`config.mk`:
```
export PLATFORM = sky130hd
export DESIGN_NAME = coh_dir_ctrl
export DESIGN_NICKNAME = d
export VERILOG_FILES = /design/src/rtl/coh_dir_pkg.sv /design/src/rtl/coh_dir_store.sv /design/src/rtl/coh_dir_update.sv /design/src/rtl/coh_dir_ctrl.sv
export SDC_FILE = /design/constraint.sdc
export NUM_CORES = 1
export LEC_CHECK = 0
export BUFFER_PORTS_ARGS = -buffer_cell sky130_fd_sc_hd__buf_2
export CAP_MARGIN = 20
export CORE_MARGIN = 1.5
export CORE_UTILIZATION = 30
export CTS_CLUSTER_DIAMETER = 200
export DETAILED_ROUTE_END_ITERATION = 10
export GPL_ROUTABILITY_DRIVEN = 1
export PLACE_DENSITY_LB_ADDON = 0.3
export SKIP_CTS_REPAIR_TIMING = 1
export SYNTH_ARGS = -nofsm -noshare
export SYNTH_HDL_FRONTEND = slang
export SYNTH_SLANG_ARGS = --single-unit
```
`constraint.sdc`:
```
create_clock -name clk -period 3.8 [get_ports clk]
set_input_delay 0.19 -clock clk [delete_from_list [all_inputs] [get_ports clk]]
set_output_delay 0.19 -clock clk [all_outputs]
set_load 0.005 [all_outputs]
```
`src/rtl/coh_dir_pkg.sv`:
```
// Package: shared constants and the controller state type for the
// coherence directory. Assumes processor and block counts are powers of two.
package coh_dir_pkg;

    // One-hot controller state: idle, issue (commands out), grant.
    typedef enum logic [2:0] {
        ST_IDLE  = 3'b001,
        ST_ISSUE = 3'b010,
        ST_GRANT = 3'b100
    } dir_state_e;

    // Width of one stored entry for the chosen sharer encoding.
    function automatic int entry_width(int nproc, bit limited);
        int pw;
        pw = $clog2(nproc);
        if (limited) return 2 * (pw + 1) + 1;
        return nproc + 1;
    endfunction

endpackage

```
`src/rtl/coh_dir_store.sv`:
```
// Directory entry store: one register per block, cleared to all zeros
// by reset. Read is combinational; write happens on the clock edge.
// Assumes NBLK is a power of two so every index is a legal entry.
module coh_dir_store #(
    parameter int NBLK = 16,
    parameter int EW   = 9,
    parameter int BW   = $clog2(NBLK)
) (
    input  logic          clk,
    input  logic          rst_n,
    input  logic          wr_en,
    input  logic [BW-1:0] wr_idx,
    input  logic [EW-1:0] wr_data,
    input  logic [BW-1:0] rd_idx,
    output logic [EW-1:0] rd_data
);

    logic [EW-1:0] mem [NBLK];

    // Purpose: clear all entries on reset, else write the selected entry.
    always_ff @(posedge clk) begin
        if (!rst_n) begin
            for (int i = 0; i < NBLK; i++) mem[i] <= '0;
        end else if (wr_en) begin
            mem[wr_idx] <= wr_data;
        end
    end

    // Purpose: combinational read port.
    assign rd_data = mem[rd_idx];

endmodule

```
`src/rtl/coh_dir_update.sv`:
```
// Next-entry logic: from the current entry and a request, computes the
// new entry, the invalidate set, any writeback demand and the decoded
// sharer view of the new entry. Purely combinational.
// Full-map layout: {dirty, presence[NPROC-1:0]}.
// Limited layout:  {dirty, v1, p1, v0, p0}; a dirty entry keeps its owner in p0.
module coh_dir_update #(
    parameter int NPROC   = 8,
    parameter bit LIMITED = 1'b0,
    parameter int PW      = $clog2(NPROC),
    parameter int EW      = coh_dir_pkg::entry_width(NPROC, LIMITED)
) (
    input  logic [EW-1:0]    cur,
    input  logic [PW-1:0]    pid,
    input  logic             is_wr,
    output logic [EW-1:0]    nxt,
    output logic [NPROC-1:0] inv_vec,
    output logic             wb_need,
    output logic [PW-1:0]    wb_pid,
    output logic [NPROC-1:0] nxt_sharers,
    output logic             nxt_dirty
);

    logic [NPROC-1:0] req_bit;

    // Purpose: one-hot mask of the requester.
    always_comb begin
        req_bit      = '0;
        req_bit[pid] = 1'b1;
    end

    if (!LIMITED) begin : g_fullmap
        logic [NPROC-1:0] pres;
        logic             dirty;
        logic [PW-1:0]    owner;
        logic [NPROC-1:0] n_pres;

        assign pres  = cur[NPROC-1:0];
        assign dirty = cur[NPROC];

        // Purpose: lowest set presence bit names the owner of a dirty block.
        always_comb begin
            owner = '0;
            for (int i = NPROC - 1; i >= 0; i--) begin
                if (pres[i]) owner = PW'(i);
            end
        end

        // Purpose: apply read or write rules to the presence vector.
        always_comb begin
            if (is_wr) begin
                inv_vec   = pres & ~req_bit;
                wb_need   = 1'b0;
                n_pres    = req_bit;
                nxt_dirty = 1'b1;
            end else begin
                inv_vec   = '0;
                wb_need   = dirty && (owner != pid);
                n_pres    = pres | req_bit;
                nxt_dirty = dirty && !(dirty && (owner != pid));
            end
        end

        assign wb_pid      = owner;
        assign nxt         = {nxt_dirty, n_pres};
        assign nxt_sharers = n_pres;
    end else begin : g_limited
        logic [PW-1:0] p0, p1, n_p0, n_p1;
        logic          v0, v1, n_v0, n_v1;
        logic          dirty;
        logic          hit;

        assign p0    = cur[PW-1:0];
        assign v0    = cur[PW];
        assign p1    = cur[2*PW:PW+1];
        assign v1    = cur[2*PW+1];
        assign dirty = cur[2*PW+2];
        assign hit   = (v0 && p0 == pid) || (v1 && p1 == pid);

        // Purpose: turn a pointer and its valid bit into a processor mask.
        function automatic logic [NPROC-1:0] ptr_mask(logic v, logic [PW-1:0] p);
            logic [NPROC-1:0] m;
            m = '0;
            if (v) m[p] = 1'b1;
            return m;
        endfunction

        // Purpose: apply read or write rules, with pointer-0 eviction when full.
        always_comb begin
            n_p0      = p0;
            n_v0      = v0;
            n_p1      = p1;
            n_v1      = v1;
            inv_vec   = '0;
            wb_need   = 1'b0;
            nxt_dirty = dirty;
            if (is_wr) begin
                inv_vec   = (ptr_mask(v0, p0) | ptr_mask(v1, p1)) & ~req_bit;
                n_p0      = pid;
                n_v0      = 1'b1;
                n_p1      = '0;
                n_v1      = 1'b0;
                nxt_dirty = 1'b1;
            end else begin
                wb_need = dirty && v0 && (p0 != pid);
                if (wb_need) nxt_dirty = 1'b0;
                if (!hit) begin
                    if (!v0) begin
                        n_p0 = pid;
                        n_v0 = 1'b1;
                    end else if (!v1) begin
                        n_p1 = pid;
                        n_v1 = 1'b1;
                    end else begin
                        inv_vec = ptr_mask(1'b1, p0);
                        n_p0    = pid;
                    end
                end
            end
        end

        assign wb_pid      = p0;
        assign nxt         = {nxt_dirty, n_v1, n_p1, n_v0, n_p0};
        assign nxt_sharers = ptr_mask(n_v0, n_p0) | ptr_mask(n_v1, n_p1);
    end

endmodule

```
`src/rtl/coh_dir_ctrl.sv`:
```
// Centralized coherence directory controller (top). Takes one request at
// a time over valid/ready, drives invalidate and writeback commands in the
// issue cycle, writes back the updated entry, and grants in the next cycle.
// Assumes the requester keeps no other request outstanding until granted.
module coh_dir_ctrl #(
    parameter int NPROC   = 8,
    parameter int NBLK    = 16,
    parameter bit LIMITED = 1'b0
) (
    input  logic                      clk,
    input  logic                      rst_n,
    input  logic                      req_valid,
    output logic                      req_ready,
    input  logic [$clog2(NPROC)-1:0]  req_pid,
    input  logic                      req_write,
    input  logic [$clog2(NBLK)-1:0]   req_blk,
    output logic                      inv_valid,
    output logic [NPROC-1:0]          inv_vec,
    output logic                      wb_valid,
    output logic [$clog2(NPROC)-1:0]  wb_pid,
    output logic                      gnt_valid,
    output logic [$clog2(NPROC)-1:0]  gnt_pid,
    output logic [NPROC-1:0]          ent_sharers,
    output logic                      ent_dirty
);
    import coh_dir_pkg::*;

    localparam int PW = $clog2(NPROC);
    localparam int BW = $clog2(NBLK);
    localparam int EW = entry_width(NPROC, LIMITED);

    dir_state_e       state;
    logic [PW-1:0]    pid_q;
    logic             wr_q;
    logic [BW-1:0]    blk_q;
    logic [NPROC-1:0] sh_q;
    logic             dirty_q;

    logic [EW-1:0]    cur_ent, nxt_ent;
    logic [NPROC-1:0] inv_c, nxt_sh;
    logic             wb_c, nxt_d;
    logic [PW-1:0]    wbpid_c;
    logic             issuing;

    assign issuing = (state == ST_ISSUE);

    coh_dir_store #(.NBLK(NBLK), .EW(EW), .BW(BW)) u_store (
        .clk     (clk),
        .rst_n   (rst_n),
        .wr_en   (issuing),
        .wr_idx  (blk_q),
        .wr_data (nxt_ent),
        .rd_idx  (blk_q),
        .rd_data (cur_ent)
    );

    coh_dir_update #(.NPROC(NPROC), .LIMITED(LIMITED), .PW(PW), .EW(EW)) u_update (
        .cur         (cur_ent),
        .pid         (pid_q),
        .is_wr       (wr_q),
        .nxt         (nxt_ent),
        .inv_vec     (inv_c),
        .wb_need     (wb_c),
        .wb_pid      (wbpid_c),
        .nxt_sharers (nxt_sh),
        .nxt_dirty   (nxt_d)
    );

    // Purpose: request sequencing and capture of the granted entry.
    always_ff @(posedge clk) begin
        if (!rst_n) begin
            state   <= ST_IDLE;
            pid_q   <= '0;
            wr_q    <= 1'b0;
            blk_q   <= '0;
            sh_q    <= '0;
            dirty_q <= 1'b0;
        end else begin
            case (state)
                ST_IDLE: begin
                    if (req_valid) begin
                        pid_q <= req_pid;
                        wr_q  <= req_write;
                        blk_q <= req_blk;
                        state <= ST_ISSUE;
                    end
                end
                ST_ISSUE: begin
                    sh_q    <= nxt_sh;
                    dirty_q <= nxt_d;
                    state   <= ST_GRANT;
                end
                default: state <= ST_IDLE;
            endcase
        end
    end

    // Purpose: drive handshake, command and grant outputs from the state.
    assign req_ready   = (state == ST_IDLE);
    assign inv_valid   = issuing && (|inv_c);
    assign inv_vec     = issuing ? inv_c : '0;
    assign wb_valid    = issuing && wb_c;
    assign wb_pid      = wbpid_c;
    assign gnt_valid   = (state == ST_GRANT);
    assign gnt_pid     = pid_q;
    assign ent_sharers = sh_q;
    assign ent_dirty   = dirty_q;

    // ---------------- assertions ----------------
    assert_state_onehot_R2: assert property (@(posedge clk) disable iff (!rst_n)
        $onehot(state));

    assert_busy_after_accept_R2: assert property (@(posedge clk) disable iff (!rst_n)
        (req_valid && req_ready) |=> (!req_ready && !gnt_valid));

    assert_grant_timing_R6: assert property (@(posedge clk) disable iff (!rst_n)
        $past(req_valid && req_ready, 2) |-> (gnt_valid && !req_ready));

    assert_grant_single_R6: assert property (@(posedge clk) disable iff (!rst_n)
        gnt_valid |=> (!gnt_valid && req_ready));

    assert_no_self_inv_R4: assert property (@(posedge clk) disable iff (!rst_n)
        inv_valid |-> !inv_vec[pid_q]);

    assert_write_exclusive_R4: assert property (@(posedge clk) disable iff (!rst_n)
        (gnt_valid && wr_q) |-> (ent_dirty && $countones(ent_sharers) == 1 && ent_sharers[pid_q]));

    assert_read_present_R3: assert property (@(posedge clk) disable iff (!rst_n)
        (gnt_valid && !wr_q) |-> ent_sharers[pid_q]);

    assert_wb_clean_R5: assert property (@(posedge clk) disable iff (!rst_n)
        wb_valid |=> (gnt_valid && !ent_dirty && ent_sharers[$past(wb_pid)]));

    if (LIMITED) begin : g_lim_chk
        assert_two_ptrs_R7: assert property (@(posedge clk) disable iff (!rst_n)
            gnt_valid |-> ($countones(ent_sharers) <= 2));
    end

endmodule

```
==> results.yml, run 1 <==
yosys:
  postSynthCellCount: 584
  yosysTopAreaCell: "edfxtp_1"
  yosysMostFrequentCell: "nor2_1"
  async_flop_share: 0
  ys.flop_type: "edfxtp_1"
  synthesis.area_mm2: 0.007606
  avgSynthCellArea_um2: 13.02
  synth-edff-count: 144
  ys_warn_count: 0
  ys_seq_area_frac: 0.6317
  synth_cell_types: 45
  synth_common_cells: "153 x nor2_1, 144 x edfxtp_1, 67 x nand2_1, 36 x mux4_2, 25 x clkbuf_1"
  synth_top_area_share: 0.5685
  synth_seq_cells: 168
  synth_area_leaders: "edfxtp_1 57%, mux4_2 11%, nor2_1 7.6%"
  synth.net_count: 595
critical_path:
  r2r_slack_ps: 540
  path_buf_inv: 2
  endpoint_kind: "primary output"
  arrival_ps: 3350
  crit_chain: "buf_16 > mux4_2 > a22oi_2 > nand2_1 > nor3_4 > mux2i_1 > o311ai_2 > a21oi_1 > buf_2"
  slowest_delay_ps: 550
  crit_path_start_kind: "flip-flop"
  crit_type: "flip-flop to primary output"
  path_max_fanout: 36
  required_ps: 3610
  slowest_stage: "mux4_2"
  path_delay_family: "compound AO/OA/AOI/OAI gates"
layout:
  diodes: 0
  fin_area_mm2: 0.008770
  area_growth_pct: 15.30
  finish.utilization: 0.3503
  drive_gt1_frac: 0.2288
  nNetsFinal: 636
route:
  drc_errors: 0
  drt_iter0_drc: 461
  ant_nets: 0
  num_vias: 4863
  drt-wirelength-per-cell_um: 20.48
  via_per_inst: 5.024
  routed_wl_um: 19820
  drtPass1Iterations: 8
grt:
  grt_start_max_net_pins: 37
  antenna_found_initial: 0
  grt-ovfl-total: 0
  grtUsageTotal: 0.1597
  grt_pass1_wl_um: 30580
  grt_pass1_vias: 4932
power_and_ir_drop:
  power_density_mw_per_mm2: 486.6
  p_switching_uw: 1110
  seqPwrFrac: 0.492
  intPower_uw: 3157
  p_comb_frac: 0.124
  leakagePower_uw: 0.003147
  irDropWorstVdd_uv: 314.1
  p_sw_frac: 0.2602
  p_clk_frac: 0.384
die:
  start_util: 0.3038
  rows: 58
  fp.coreArea_mm2: 0.02504
  chipWidth_um: 162.2
  dieArea_mm2: 0.02632
  boundaryPins: 38
  fp.dieH_um: 162.2
cts:
  cts_made_buffers: 17
  cts.path.max_buffers: 2
  cts_root_buf: "clkbuf_16"
  clkSinkCount: 168
  ctsHtreeMaxLevel: 4
  cts.clk_slew.worst_paths_ps: 70
  cts_tree: "yes"
  insertion_delay_ps: 430
timing:
  finalCritPeriodShare: 0.9306
  rsz0062_at_grt: "no"
  setup_viol: 0
  layout_min_cycle_time_ps: 3536
  slew_headroom: 0.5259
  clock_skew_ps: 20.71
  fmax_mhz: 282.8
  final.setup.tns_ps: 0
  whs_ps: 4.232
  tightest_slew_ps: 705.7
  slew_viol_final: 0
  finalHoldViolations: 0
place:
  place_area_mm2: 0.008204
  place_congestion: 0.8701
  hpwl_um: 13420
  io_buffers: 37
hold_path:
  hold_class: "primary input to flip-flop"
run:
  cap_violations: 0
status:
  status: "finished, final reports clean"
tightest hold or removal path, delay by kind of cell:
kind | cells | cell delay (ps)
buffers and inverters | 1 | 90
AOI/OAI and AO/OA | 1 | 60
and+or+nand+nor | 1 | 40
area by class of cell:
type / instances / area [um2]
Tap cell: 330 / 412.9
Sequential cell: 168 / 4806
Clock inverter: 14 / 122.6
Timing Repair Buffer: 60 / 390.4
Inverter: 4 / 15.01
Multi-Input combinational cell: 374 / 2594
Clock buffer: 18 / 429.2
Fill cell: 2473 / 16270
worst paths after layout:
check	cells past startpoint	end	start
max	9	wb_valid	flip-flop
min	3	gnt_pid[2]	req_pid[2]
max reg2reg	10	u_store.mem[3][8]	flip-flop
min reg2reg	1	ent_sharers[5]	ent_sharers[5]
layout by cell type, fill, tap and decap left out, types with 6 or more instances in the layout:
cell type / count
mux2i_1: 6
nor2b_1: 6
a21boi_0: 9
dfxtp_1: 23
mux4_2: 36
clkbuf_16: 17
nand2_1: 67
buf_4: 21
edfxtp_1: 144
o211a_1: 8
nor3_1: 8
buf_2: 37
nor3b_1: 6
a21oi_1: 12
nor2_1: 153
nor2_2: 10
nand3_1: 9
sequential cells by signal (all words and copies together) (netlist names), named ones only:
signal / flops
blk_q: 4
gnt_pid: 3
ent_sharers: 8
u_store.mem: 144
ent_dirty: 1
wr_q: 1
state: 3
cell families after synthesis:
| kind of cell | after synthesis | synth area share |
|---|---|---|
| buf+inv | 42 | 0.02879 |
| simple gates | 276 | 0.1559 |
| mux | 47 | 0.1278 |
| compound gates | 51 | 0.05577 |
| flops | 168 | 0.6317 |
power by group through the flow:
stage / Sequential [uW] / Clock (uW) / Combinational (uW)
final: 2100 / 1640 / 527
after global routing: 2110 / 1740 / 570
after global placement: 2140 / 0 / 520
after detailed placement: 2140 / 0 / 527
after CTS: 2100 / 1660 / 530
after floorplan: 2110 / 0 / 360
through the flow:
step | power, uW | setup slack (ps) | std cells
detailed placement | 2667 | 482.2 | 936
global route | 4421 | 87.87 | 968
CTS | 4290 | 191.0 | 968
finish | 4267 | 263.5 | 968
global placement | 2655 | 540.1 | 936
floorplan | 2473 | 996.8 | 584
layer usage:
layer	GRT usage	vias to the layer above	part of all wire
li1	-	2217	-
met1	0.2164	2481	0.44
met2	0.2593	152	0.49
met3	0.03396	13	0.056
met4	0.04420	0	0.011
met5	0	-	0
(Power assumes the default switching activity.)
==> run 2: changes to the inputs <==
==> constraint.sdc (replaced) <==
create_clock -name clk -period 3.47 [get_ports clk]
set_input_delay 0.1735 -clock clk [delete_from_list [all_inputs] [get_ports clk]]
set_output_delay 0.1735 -clock clk [all_outputs]
set_load 0.005 [all_outputs]
==> run 2 against run 1 <==
The flow now finishes with violations (negative hold slack). Via count increased by 1.9%. Die area is the same. Global-route usage fell by 0.16 points. Non-clock buffer count is 14 higher. Setup slack worse by 200 ps. Sequential power increased by 9.5%. First-iteration DRC count grew 14%. Wire length is 1.3% higher. Cell count increased by 1.4%. Flip-flop and latch count stayed put. Critical path type unchanged. Critical endpoint unchanged. Largest cell class unchanged. Highest routed layer unchanged.
==> results.yml, run 2 (synthesis results as in run 1) <==
cts:
  clkSinkCount: 168
  insertion_delay_ps: 430
  cts_tree: "yes"
  cts.path.max_buffers: 2
  cts_made_buffers: 17
  cts.clk_slew.worst_paths_ps: 60
  cts_root_buf: "clkbuf_16"
  ctsHtreeMaxLevel: 4
status:
  status: "finished with violations"
  violations: "negative hold slack"
hold_path:
  min_to: "wr_q"
  min_from: "req_write"
  hold_class: "primary input to flip-flop"
  hold_path_depth: 3
timing:
  layout_min_cycle_time_ps: 3403
  slew_viol_final: 0
  clock_skew_ps: 9.991
  setup_viol: 0
  whs_ps: -3.857
  finalCritPeriodShare: 0.9807
  fmax_mhz: 293.9
  setup_ws_ps: 67.13
  tightest_slew_ps: 731.9
  finalHoldViolations: 2
  slew_headroom: 0.5110
place:
  io_buffers: 37
  hpwl_um: 13610
  place_area_mm2: 0.008294
  place_congestion: 0.9335
  dp_slack_ps: 166.3
layout:
  final_common_cell: "nor2_1"
  area_growth_pct: 17.26
  drive_gt1_frac: 0.2515
  diodes: 0
  largest_reg_flops: 144
  nNetsFinal: 650
  final_cell_mix: "153 x nor2_1, 144 x edfxtp_1, 67 x nand2_1"
  finish.utilization: 0.3562
  top_register: "u_store.mem"
  fin_area_mm2: 0.008919
critical_path:
  arrival_ps: 3230
  path_max_fanout: 13
  endpoint_kind: "primary output"
  required_ps: 3300
  crit_type: "flip-flop to primary output"
  r2r_slack_ps: 180
  reg2reg_depth: 9
  r2r-end: "u_store.mem[0][8]"
  crit_path_start_kind: "flip-flop"
route:
  wl_met2_um: 9882
  drt-met1-wl_um: 8692
  via_per_inst: 5.047
  drtPass1Iterations: 5
  num_vias: 4956
  highest_layer: "met4"
  drc_errors: 0
  routed_wl_um: 20080
  dr_wl_met3_um: 1128
  ant_nets: 0
  drt_iter0_drc: 524
  drt-wirelength-per-cell_um: 20.45
grt:
  grtUsageTotal: 0.1581
  antenna_found_initial: 0
  grt_start_max_net_pins: 35
  grt-ovfl-total: 0
  grt_pass1_vias: 5083
  grt_pass1_wl_um: 30330
die:
  rows: 58
  start_util: 0.3038
  fp.coreArea_mm2: 0.02504
  dieArea_mm2: 0.02632
  chipWidth_um: 162.2
  boundaryPins: 38
  fp.dieH_um: 162.2
power_and_ir_drop:
  leakagePower_uw: 0.003225
  p_switching_uw: 1208
  p_clk_frac: 0.387
  power_density_mw_per_mm2: 530.6
  p_comb_frac: 0.127
  seqPwrFrac: 0.486
  p_sw_frac: 0.2552
  irDropWorstVdd_uv: 303.2
  intPower_uw: 3525
run:
  cap_violations: 0
run 2: power by group through the flow:
stage / registers [uW] / logic (uW) / clock network [uW]
2_1_floorplan: 2310 / 394 / 0
3_3_place_gp: 2340 / 575 / 0
3_5_place_dp: 2340 / 586 / 0
4_1_cts: 2300 / 588 / 1850
5_1_grt: 2310 / 646 / 1930
6_report: 2300 / 602 / 1830
run 2: worst max path at each step:
stage	end	slack, ps
floorplan	u_store.mem[12][8]	670
global route	wb_valid	-20
detailed placement	u_store.mem[1][8]	170
CTS	wb_valid	-50
global placement	u_store.mem[4][8]	250
finish	wb_valid	70
run 2: final cells by class:
class                           instances  area [um2]
Clock buffer                           25       518.0
Clock inverter                          7       55.05
Fill cell                            2484       16120
Inverter                                4       15.01
Multi-Input combinational cell        374        2600
Sequential cell                       168        4808
Tap cell                              330       412.9
Timing Repair Buffer                   74       509.2
run 2: through the flow:
stage | cells | total power, uW | setup TNS, ps
final | 982 | 4732 | 0
after global routing | 982 | 4883 | -16.67
after CTS | 980 | 4735 | -47.26
after detailed placement | 948 | 2927 | 0
after global placement | 948 | 2912 | 0
after floorplan | 584 | 2709 | 0
run 2: routing by layer:
layer / up-vias / global-route usage
met5: - / 0
met3: 34 / 0.03473
met4: 0 / 0.04879
met1: 2494 / 0.2090
li1: 2244 / -
met2: 184 / 0.2597
run 2: critical path: stages (launching register included):
cell and delay, ps:
dfxtp_4 410, buf_12 190, mux4_1 570, a22oi_1 270, and3_2 320, o211ai_1 160, and4b_1 230, a311oi_2 350
a21oi_2 130, buf_2 150
